===== src/rtl/tdm_rx_pkg.sv =====
// Shared widths and the routing-table entry type of the TDM receive router.
package tdm_rx_pkg;
    localparam int unsigned CHAN_W    = 5;
    localparam int unsigned SLOT_BITS = 8;

    // One routing entry: enable, logical channel and per-bit keep mask.
    typedef struct packed {
        logic                 valid;
        logic [CHAN_W-1:0]    chan;
        logic [SLOT_BITS-1:0] mask;
    } slot_cfg_t;
endpackage


===== src/rtl/tdm_frame_counter.sv =====
// Tracks slot/bit position of each strobed bit of the TDM frame.
// Assumes NUM_SLOTS*SLOT_BITS is a power of two; position restarts on a
// strobed frame sync and nothing is live before the first one.
module tdm_frame_counter #(
    parameter  int unsigned NUM_SLOTS = 32,
    parameter  int unsigned SLOT_BITS = 8,
    localparam int unsigned POS_W     = $clog2(NUM_SLOTS * SLOT_BITS),
    localparam int unsigned SLOT_W    = $clog2(NUM_SLOTS),
    localparam int unsigned BIT_W     = $clog2(SLOT_BITS)
) (
    input  logic              clk,
    input  logic              rst_n,
    input  logic              bit_en,
    input  logic              fsync,
    output logic              live,
    output logic              frame_start,
    output logic [SLOT_W-1:0] cur_slot,
    output logic [BIT_W-1:0]  cur_bit
);
    localparam logic [POS_W-1:0] LAST_POS = POS_W'(NUM_SLOTS * SLOT_BITS - 1);

    logic [POS_W-1:0] next_q;
    logic [POS_W-1:0] pos_now;
    logic             sync_q;

    // Position of the bit in this cycle: zero on a frame sync.
    always_comb begin
        pos_now = fsync ? '0 : next_q;
    end

    assign live        = bit_en && (fsync || sync_q);
    assign frame_start = bit_en && fsync;
    assign cur_slot    = pos_now[POS_W-1:BIT_W];
    assign cur_bit     = pos_now[BIT_W-1:0];

    // Advance the position on every live strobed bit and remember sync.
    always_ff @(posedge clk) begin
        if (!rst_n) begin
            next_q <= '0;
            sync_q <= 1'b0;
        end else if (live) begin
            next_q <= (pos_now == LAST_POS) ? '0 : pos_now + 1'b1;
            if (fsync) begin
                sync_q <= 1'b1;
            end
        end
    end

    // an idle cycle leaves the position and sync state untouched.
    p_hold_idle_r10: assert property (@(posedge clk) disable iff (!rst_n)
        !bit_en |=> $stable(next_q) && $stable(sync_q));

    // a strobed frame sync places the next bit at position 1.
    p_sync_start_r2: assert property (@(posedge clk) disable iff (!rst_n)
        frame_start |=> sync_q && (next_q == POS_W'(1)));
endmodule


===== src/rtl/tdm_slot_table.sv =====
// Double-buffered receive routing table. Writes land in the shadow copy;
// the whole shadow moves into the working copy on a frame start. The read
// on a frame-start cycle returns the shadow so that bit already uses it.
module tdm_slot_table
    import tdm_rx_pkg::*;
#(
    parameter  int unsigned NUM_SLOTS = 32,
    localparam int unsigned SLOT_W    = $clog2(NUM_SLOTS)
) (
    input  logic              clk,
    input  logic              rst_n,
    input  logic              wr_en,
    input  logic [SLOT_W-1:0] wr_slot,
    input  slot_cfg_t         wr_cfg,
    input  logic              swap,
    input  logic [SLOT_W-1:0] rd_slot,
    output slot_cfg_t         rd_cfg
);
    slot_cfg_t shadow_q [NUM_SLOTS];
    slot_cfg_t active_q [NUM_SLOTS];

    // Shadow copy: cleared by reset, written one entry at a time.
    always_ff @(posedge clk) begin
        if (!rst_n) begin
            for (int i = 0; i < NUM_SLOTS; i++) begin
                shadow_q[i] <= '0;
            end
        end else if (wr_en) begin
            shadow_q[wr_slot] <= wr_cfg;
        end
    end

    // Working copy: cleared by reset, reloaded in full on a frame start.
    always_ff @(posedge clk) begin
        if (!rst_n) begin
            for (int i = 0; i < NUM_SLOTS; i++) begin
                active_q[i] <= '0;
            end
        end else if (swap) begin
            for (int i = 0; i < NUM_SLOTS; i++) begin
                active_q[i] <= shadow_q[i];
            end
        end
    end

    // Lookup for the current bit, taking the shadow on the frame-start bit.
    always_comb begin
        rd_cfg = swap ? shadow_q[rd_slot] : active_q[rd_slot];
    end

    // the working entry changes only at a frame start, and then to the
    // shadow value held before that edge.
    for (genvar g = 0; g < NUM_SLOTS; g++) begin : g_chk
        p_active_hold_r9: assert property (@(posedge clk) disable iff (!rst_n)
            !swap |=> $stable(active_q[g]));
        p_swap_load_r9: assert property (@(posedge clk) disable iff (!rst_n)
            swap |=> active_q[g] == $past(shadow_q[g]));
    end
endmodule


===== src/rtl/tdm_byte_packer.sv =====
// One shift packer per logical channel. Kept bits enter MSB first; the
// eighth bit of a channel emits a registered byte in the cycle after it.
module tdm_byte_packer
    import tdm_rx_pkg::*;
#(
    parameter  int unsigned NUM_CHAN = 2 ** CHAN_W,
    localparam int unsigned CNT_W    = $clog2(SLOT_BITS)
) (
    input  logic                 clk,
    input  logic                 rst_n,
    input  logic                 in_vld,
    input  logic [CHAN_W-1:0]    in_chan,
    input  logic                 in_bit,
    output logic                 byte_vld,
    output logic [CHAN_W-1:0]    byte_chan,
    output logic [SLOT_BITS-1:0] byte_data
);
    logic [CNT_W-1:0]     cnt_q [NUM_CHAN];
    logic [SLOT_BITS-2:0] acc_q [NUM_CHAN];
    logic                 full;

    // A byte completes when the addressed channel already holds seven bits.
    assign full = in_vld && (cnt_q[in_chan] == CNT_W'(SLOT_BITS - 1));

    // Per-channel bit count and partial byte, touched only by its own bits.
    always_ff @(posedge clk) begin
        if (!rst_n) begin
            for (int i = 0; i < NUM_CHAN; i++) begin
                cnt_q[i] <= '0;
                acc_q[i] <= '0;
            end
        end else if (in_vld) begin
            cnt_q[in_chan] <= full ? '0 : cnt_q[in_chan] + 1'b1;
            acc_q[in_chan] <= {acc_q[in_chan][SLOT_BITS-3:0], in_bit};
        end
    end

    // Registered byte output, zero when no byte completes.
    always_ff @(posedge clk) begin
        if (!rst_n) begin
            byte_vld  <= 1'b0;
            byte_chan <= '0;
            byte_data <= '0;
        end else begin
            byte_vld  <= full;
            byte_chan <= full ? in_chan : '0;
            byte_data <= full ? {acc_q[in_chan], in_bit} : '0;
        end
    end

    // a byte comes from a kept bit of the same channel, ending in it.
    p_byte_src_r6: assert property (@(posedge clk) disable iff (!rst_n)
        byte_vld |-> $past(in_vld) && (byte_chan == $past(in_chan)));
    p_byte_lsb_r6: assert property (@(posedge clk) disable iff (!rst_n)
        byte_vld |-> byte_data[0] == $past(in_bit));

    // a channel's count moves only on that channel's own bits.
    for (genvar g = 0; g < NUM_CHAN; g++) begin : g_chk
        p_cnt_own_r8: assert property (@(posedge clk) disable iff (!rst_n)
            !(in_vld && (in_chan == CHAN_W'(g))) |=> $stable(cnt_q[g]));
    end
endmodule


===== src/rtl/tdm_rx_router.sv =====
// Receive time-slot router: positions each strobed bit in the frame, looks
// up its slot entry, gates it by enable and mask, and presents kept bits
// and per-channel packed bytes one clock after the strobe.
// Assumes SLOT_BITS and NUM_SLOTS are powers of two.
module tdm_rx_router
    import tdm_rx_pkg::*;
#(
    parameter  int unsigned NUM_SLOTS = 32,
    localparam int unsigned SLOT_W    = $clog2(NUM_SLOTS),
    localparam int unsigned BIT_W     = $clog2(SLOT_BITS)
) (
    input  logic                 clk,
    input  logic                 rst_n,
    input  logic                 bit_en,
    input  logic                 fsync,
    input  logic                 rx_bit,
    input  logic                 cfg_we,
    input  logic [SLOT_W-1:0]    cfg_slot,
    input  logic                 cfg_valid,
    input  logic [CHAN_W-1:0]    cfg_chan,
    input  logic [SLOT_BITS-1:0] cfg_mask,
    output logic                 bit_vld,
    output logic [CHAN_W-1:0]    bit_chan,
    output logic                 bit_data,
    output logic                 byte_vld,
    output logic [CHAN_W-1:0]    byte_chan,
    output logic [SLOT_BITS-1:0] byte_data
);
    logic              live;
    logic              frame_start;
    logic [SLOT_W-1:0] cur_slot;
    logic [BIT_W-1:0]  cur_bit;
    slot_cfg_t         wr_cfg;
    slot_cfg_t         cur_cfg;
    logic              keep;

    tdm_frame_counter #(
        .NUM_SLOTS (NUM_SLOTS),
        .SLOT_BITS (SLOT_BITS)
    ) u_pos (
        .clk         (clk),
        .rst_n       (rst_n),
        .bit_en      (bit_en),
        .fsync       (fsync),
        .live        (live),
        .frame_start (frame_start),
        .cur_slot    (cur_slot),
        .cur_bit     (cur_bit)
    );

    assign wr_cfg = '{valid: cfg_valid, chan: cfg_chan, mask: cfg_mask};

    tdm_slot_table #(
        .NUM_SLOTS (NUM_SLOTS)
    ) u_table (
        .clk     (clk),
        .rst_n   (rst_n),
        .wr_en   (cfg_we),
        .wr_slot (cfg_slot),
        .wr_cfg  (wr_cfg),
        .swap    (frame_start),
        .rd_slot (cur_slot),
        .rd_cfg  (cur_cfg)
    );

    // Keep the bit when live, its slot is enabled and its mask bit is set;
    // the first bit of a slot (index 0) is gated by the mask MSB.
    always_comb begin
        keep = live && cur_cfg.valid && cur_cfg.mask[~cur_bit];
    end

    // Registered kept-bit output, zero when nothing is kept.
    always_ff @(posedge clk) begin
        if (!rst_n) begin
            bit_vld  <= 1'b0;
            bit_chan <= '0;
            bit_data <= 1'b0;
        end else begin
            bit_vld  <= keep;
            bit_chan <= keep ? cur_cfg.chan : '0;
            bit_data <= keep && rx_bit;
        end
    end

    tdm_byte_packer #(
        .NUM_CHAN (2 ** CHAN_W)
    ) u_pack (
        .clk       (clk),
        .rst_n     (rst_n),
        .in_vld    (keep),
        .in_chan   (cur_cfg.chan),
        .in_bit    (rx_bit),
        .byte_vld  (byte_vld),
        .byte_chan (byte_chan),
        .byte_data (byte_data)
    );

    // every byte comes with the kept bit that completed it.
    p_byte_with_bit_r6: assert property (@(posedge clk) disable iff (!rst_n)
        byte_vld |-> bit_vld && (bit_chan == byte_chan));

    // a kept bit needs a strobe and carries the received value.
    p_bit_from_pin_r3: assert property (@(posedge clk) disable iff (!rst_n)
        bit_vld |-> $past(bit_en) && (bit_data == $past(rx_bit)));
endmodule


===== config.mk =====
export PLATFORM = sky130hd
export DESIGN_NAME = tdm_rx_router
export DESIGN_NICKNAME = d
export VERILOG_FILES = /design/src/rtl/tdm_rx_pkg.sv /design/src/rtl/tdm_frame_counter.sv /design/src/rtl/tdm_slot_table.sv /design/src/rtl/tdm_byte_packer.sv /design/src/rtl/tdm_rx_router.sv
export SDC_FILE = /design/constraint.sdc
export NUM_CORES = 2
export LEC_CHECK = 0
export BUFFER_PORTS_ARGS = -buffer_cell sky130_fd_sc_hd__buf_4
export CORE_ASPECT_RATIO = 2
export CORE_MARGIN = 10
export CORE_UTILIZATION = 65
export CTS_BUF_LIST = sky130_fd_sc_hd__clkbuf_8
export CTS_CLUSTER_SIZE = 24
export DETAILED_ROUTE_END_ITERATION = 8
export HOLD_SLACK_MARGIN = 0.1
export PLACE_DENSITY_LB_ADDON = 0.08
export SYNTH_ARGS = -nofsm -noshare
export SYNTH_HDL_FRONTEND = slang
export SYNTH_SLANG_ARGS = --single-unit

===== constraint.sdc =====
create_clock -name clk -period 41.7 [get_ports clk]
set_clock_uncertainty 0.1 [all_clocks]
set_input_delay 8.34 -clock clk [delete_from_list [all_inputs] [get_ports clk]]
set_output_delay 8.34 -clock clk [all_outputs]
set_load 0.01 [all_outputs]

### Word level (Yosys, flattened, before mapping)

Memory sizes are Yosys's and may differ from the RTL's.
Index checks and enable logic that the tools add are counted.
W data, S select, Z words.

* reductions and logical operators: 13
* magnitude comparators: 1
* add/sub/neg operators: 2
* equality and inequality tests: 2
* bitwise gates (word level): 33
* multiplexer cells: 57

Operators by type and width (number)
* $mux W14: 34
* $or A1 B1 Y1: 32
* $mux W8: 2
* $mux W5: 3
* $mux W1: 14
* $reduce_or A14 Y1: 1
* $add A8 B1 Y8 const B: 1
* $eq A8 B8 Y1 const B: 1
* $mux W7: 1
* $reduce_or A7 Y1: 1
* $logic_and A1 B1 Y1: 6
* $mux W3: 2
* $reduce_and A2 Y1: 3
* $lt A3 B4 Y1 const B: 1
* $add A3 B1 Y3 const B: 1
* $bmux W1 S3: 1
* $eq A3 B3 Y1 const B: 1
* $not A3 Y3: 1
* $reduce_or A3 Y1: 1
* $logic_or A1 B1 Y1: 1

* bits in registers: 30
* output and inout bits: 21
* memories kept: 4
* memory bits (writable): 1216

Memory list
* u_table.active_q: words 32, width 14, rd ports 1, clocked after Yosys merged registers in 0, write ports 32, RTL line tdm_slot_table.sv:20 `slot_cfg_t active_q [NUM_SLOTS];`
* u_table.shadow_q: words 32, width 14, rd ports 33, clocked after Yosys merged registers in 0, write ports 32, RTL line tdm_slot_table.sv:19 `slot_cfg_t shadow_q [NUM_SLOTS];`
* u_pack.acc_q: words 32, width 7, rd ports 1, clocked after Yosys merged registers in 0, write ports 32, RTL line tdm_byte_packer.sv:19 `logic [SLOT_BITS-2:0] acc_q [NUM_CHAN];`
* u_pack.cnt_q: words 32, width 3, rd ports 1, clocked after Yosys merged registers in 0, write ports 32, RTL line tdm_byte_packer.sv:18 `logic [CNT_W-1:0] cnt_q [NUM_CHAN];`

### Depth between registers and ports, before layout

An unclocked memory read counts as a cell.

* depth in word-level cells: 11
* depth in mapped cells: 25
* gate-level depth less buffers: 15

### Hierarchy

Synthesis repeated with hierarchy kept, for this count alone.

* cells, all modules: 3811
* area, all modules: 57082.2 um2

Modules (own cells, without submodules)
* tdm_slot_table: sequential area each 26905.8 um2, times used 1, cells an instance 2564, area each 40690.3 um2
* tdm_byte_packer: sequential area each 9889.5 um2, times used 1, cells an instance 1147, area each 15501.1 um2
* tdm_frame_counter: sequential area each 180.2 um2, times used 1, cells an instance 69, area each 569.3 um2
* tdm_rx_router: sequential area each 140.1 um2, times used 1, cells an instance 31, area each 321.6 um2

### Least setup slack after synthesis

Ideal clock, no wire load.

* kind: input-to-reg
* start: input rst_n
* end: memory u_table.active_q[0][0] in the netlist's numbering (enable)
* slack: 21.682 ns
* cell stages on the path: 5
* setup time: 3.257 ns
* data arrival time: 16.660 ns
* path buffers: 4
* required time: 38.343 ns
* cell sequence: clkbuf_1 > clkbuf_1 > clkbuf_1 > clkbuf_1 > nand2_1

RTL lines
* start: declaration: RTL line tdm_rx_router.sv:13 `input logic rst_n,`
* end: declaration: RTL line tdm_slot_table.sv:20

==> out/results.tsv <==
metric	value	unit
layout cells sized above 1	11.35	%
status	completed	
area grow syn2layout	6.959	%
Hold Path Depth	1	
Post-synth EDFFs	1216	
sequential share of power	57.7	%
number of global-route vias before repair	33610	
first-pass GRT wire length	224000	um
Port Buffer Count	45	
flops & latches, synth	1246	
post-synthesis compound-gate area fraction	4.850	%
crit path time final	14.31	ns
post-synthesis instance area	0.05387	mm2
library cells used by synthesis	95	
gpl congestion	1.017	
Placement Cell Area	0.05459	mm2
slew margin rel.	5.068	%
final worst setup slack	27.39	ns
CP Launch Type	input port	
DIE AREA	0.09549	mm2
NumNets Final	3923	
total core area	0.08240	mm2
post-CTS setup buffers	0	
total gr overflow	0	
Avg WL per Cell	30.54	um
synthesized area per cell	13.67	um2
final non-filler cell total	5076	
pwr/cell area	43.89	mW/mm2
main combinational cell family by area after synthesis	simple AND/OR/NAND/NOR gates	
Clock Power Share	34.2	%
Synth Instances	3940	
internal power	1.909	mW
pre-CTS WS	26.72	ns
final wirelength	155000	um
# clock sinks	1246	
post-DP HPWL	102900	um
initial antenna violation count	4	
Synth Area in Adders	0.06968	%
1st-pass router iterations	6	
post-placement cell count	4786	
largest net degree at the start of global routing	100	
DRT iter0 DRCs	3650	
Clock Latency Late Sink	0.85	ns
Final setup viols	0	
Hold Vio Cnt, Final	0	
ranking of synthesized cells by area	edfxtp_1 68%, and2_1 7.5%, and3_1 3.2%	
post-synth top area share	67.78	%
via count	32840	
detailed-route DRC error count	0	
MaxCap Viol Count	0	
required time of the critical path	42.16	ns
Tcrit/Tclk final	34.32	%
RSZ-0062 raised after global routing	no	
root buffer cell	clkbuf_8	
mux cell area share after synthesis	5.263	%
synth cell count leaders	1216 x edfxtp_1, 648 x and2_1, 378 x nor2_1	
post-layout util	69.92	%
Slew @ Worst Pin	1.411	ns
CP Capture Type	flop	
Cell Rows	149	
most frequent cell after synthesis	edfxtp_1	
Via-to-Cell Ratio	6.469	
Switching Share	24.51	%
Synth Net Count	3968	
Antenna Nets Post-Route	0	
VDD IR max	0.00003782	V
CTS tree	yes	
Clk pin slew, worst setup/hold paths	0.07	ns
Die H	427.1	um
Fmax	69.88	MHz
ys async rst share	0	%
Synth Area in Simple Gates	17.57	%
Fin Hold WS	0.4010	ns
sequential cell area fraction in the yosys report	68.90	%
Synth Flop Type	edfxtp_1	
CTS H-tree depth	4	
largest area contributor in the netlist	edfxtp_1	
Initial Util	65.38	%
critical path class	input port to flop	
Pwr Total	2.529	mW
Setup TNS	0	ns
# hold bufs at CTS	0	
Hold Path Class	flop to flop	
flop-to-flop setup slack	33.14	ns
die extent in x	223.6	um
Clock Path Buffers	3	
Post-Synth XOR/XNOR Area	0.03252	%
CP arrival	14.77	ns
cts repair resizes	0	
cts bufs inserted	164	
post-route cell area	0.05762	mm2
worst reg2reg path depth	20	
Tot GR Track Use	32.66	%
Net Sw Power	0.6197	mW
Syn. warnings	0	
worst-path maximum fanout	61	
leakage	21.16	nW
IO Count	46	
Comb power frac	8.1	%
max-slew violations	0	
-- path summary, 6_finish.rpt --
path / from / end
worst max register to register: u_pos.next_q[3] / u_pack.cnt_q[4][2]
worst min register to register: u_pos.sync_q / u_pos.sync_q
worst min-delay path: u_pos.sync_q / u_pos.sync_q
worst max-delay path: fsync / u_pack.cnt_q[4][2]
-- layer usage --
layer,part of all wire (%),up-vias,GRT usage [%]
met3,6.8,571,5.390
met1,31,16300,32.72
met2,54,1670,58.99
met4,9.0,2,25.74
li1,-,14300,-
met5,0.0084,-,0
-- final cells by class --
class | count | area (um2)
diodes | 3 | 7.507
clock buffers | 169 | 2326
clock inverters | 118 | 694.4
fillers | 5686 | 24780
inverters | 16 | 60.06
multi-input cells | 2324 | 15000
flip-flops and latches | 1246 | 37120
well taps | 1057 | 1323
repair buffers | 143 | 1081
-- flip-flops by register name (all words and copies together), names as in the netlist, 5 cells and up --
signal / flops
u_table.shadow_q: 448
u_table.active_q: 448
u_pack.cnt_q: 96
bit_chan: 5
u_pack.acc_q: 224
u_pack.byte_chan: 5
u_pos.next_q: 8
u_pack.byte_data: 8
-- cells in the final DEF, fill, tap and decap left out, types with 10 or more instances in the layout --
cell	n
a221oi_1	21
nor4_1	10
o221ai_1	17
o21ai_0	35
o21ai_1	32
and2_1	646
mux4_2	42
nor3_1	43
clkinv_1	35
dfxtp_1	27
and3_1	274
nand3_1	34
o32ai_1	12
nand2_1	191
mux2_2	14
mux2i_1	167
nand2b_1	22
inv_1	64
a211oi_1	24
clkbuf_8	169
nor2b_1	22
o22ai_1	37
nor2_1	378
a22oi_1	20
edfxtp_1	1216
or3_1	10
buf_4	140
nand4_1	18
or2_1	13
a31oi_1	25
a21oi_1	44
clkinv_2	17
-- worst max-delay path: stages --
cell	delay (ns)
buf_4	0.32
buf_4	0.48
inv_1	0.35
o221ai_1	0.28
a21oi_1	0.07
o221ai_1	0.41
nand2_4	0.40
buf_4	0.53
nand4_1	0.41
o22ai_1	0.15
nor4_1	0.47
and4_1	0.27
buf_4	0.37
ha_1	0.24
ha_1	0.16
nand2_1	0.26
o21ai_2	0.67
buf_4	0.38
nor2_1	0.07
-- cell families after synthesis --
logic type	Yosys count
AOI/OAI and AO/OA	364
buffers and inverters	370
adders and majority gates	3
muxes	227
DFF	1246
xor gates and xnor gates	2
and+or+nand+nor	1728
-- power groups by stage --
stage          sequential (mW)  clock, mW  combinational, mW
6_report                  1.46      0.865              0.204
5_1_grt                   1.46      0.925              0.213
4_1_cts                   1.46      0.874              0.201
3_5_place_dp              1.49          0              0.200
3_3_place_gp              1.48          0              0.196
2_1_floorplan             1.49          0              0.123
Power figures use the tool's default switching activity.
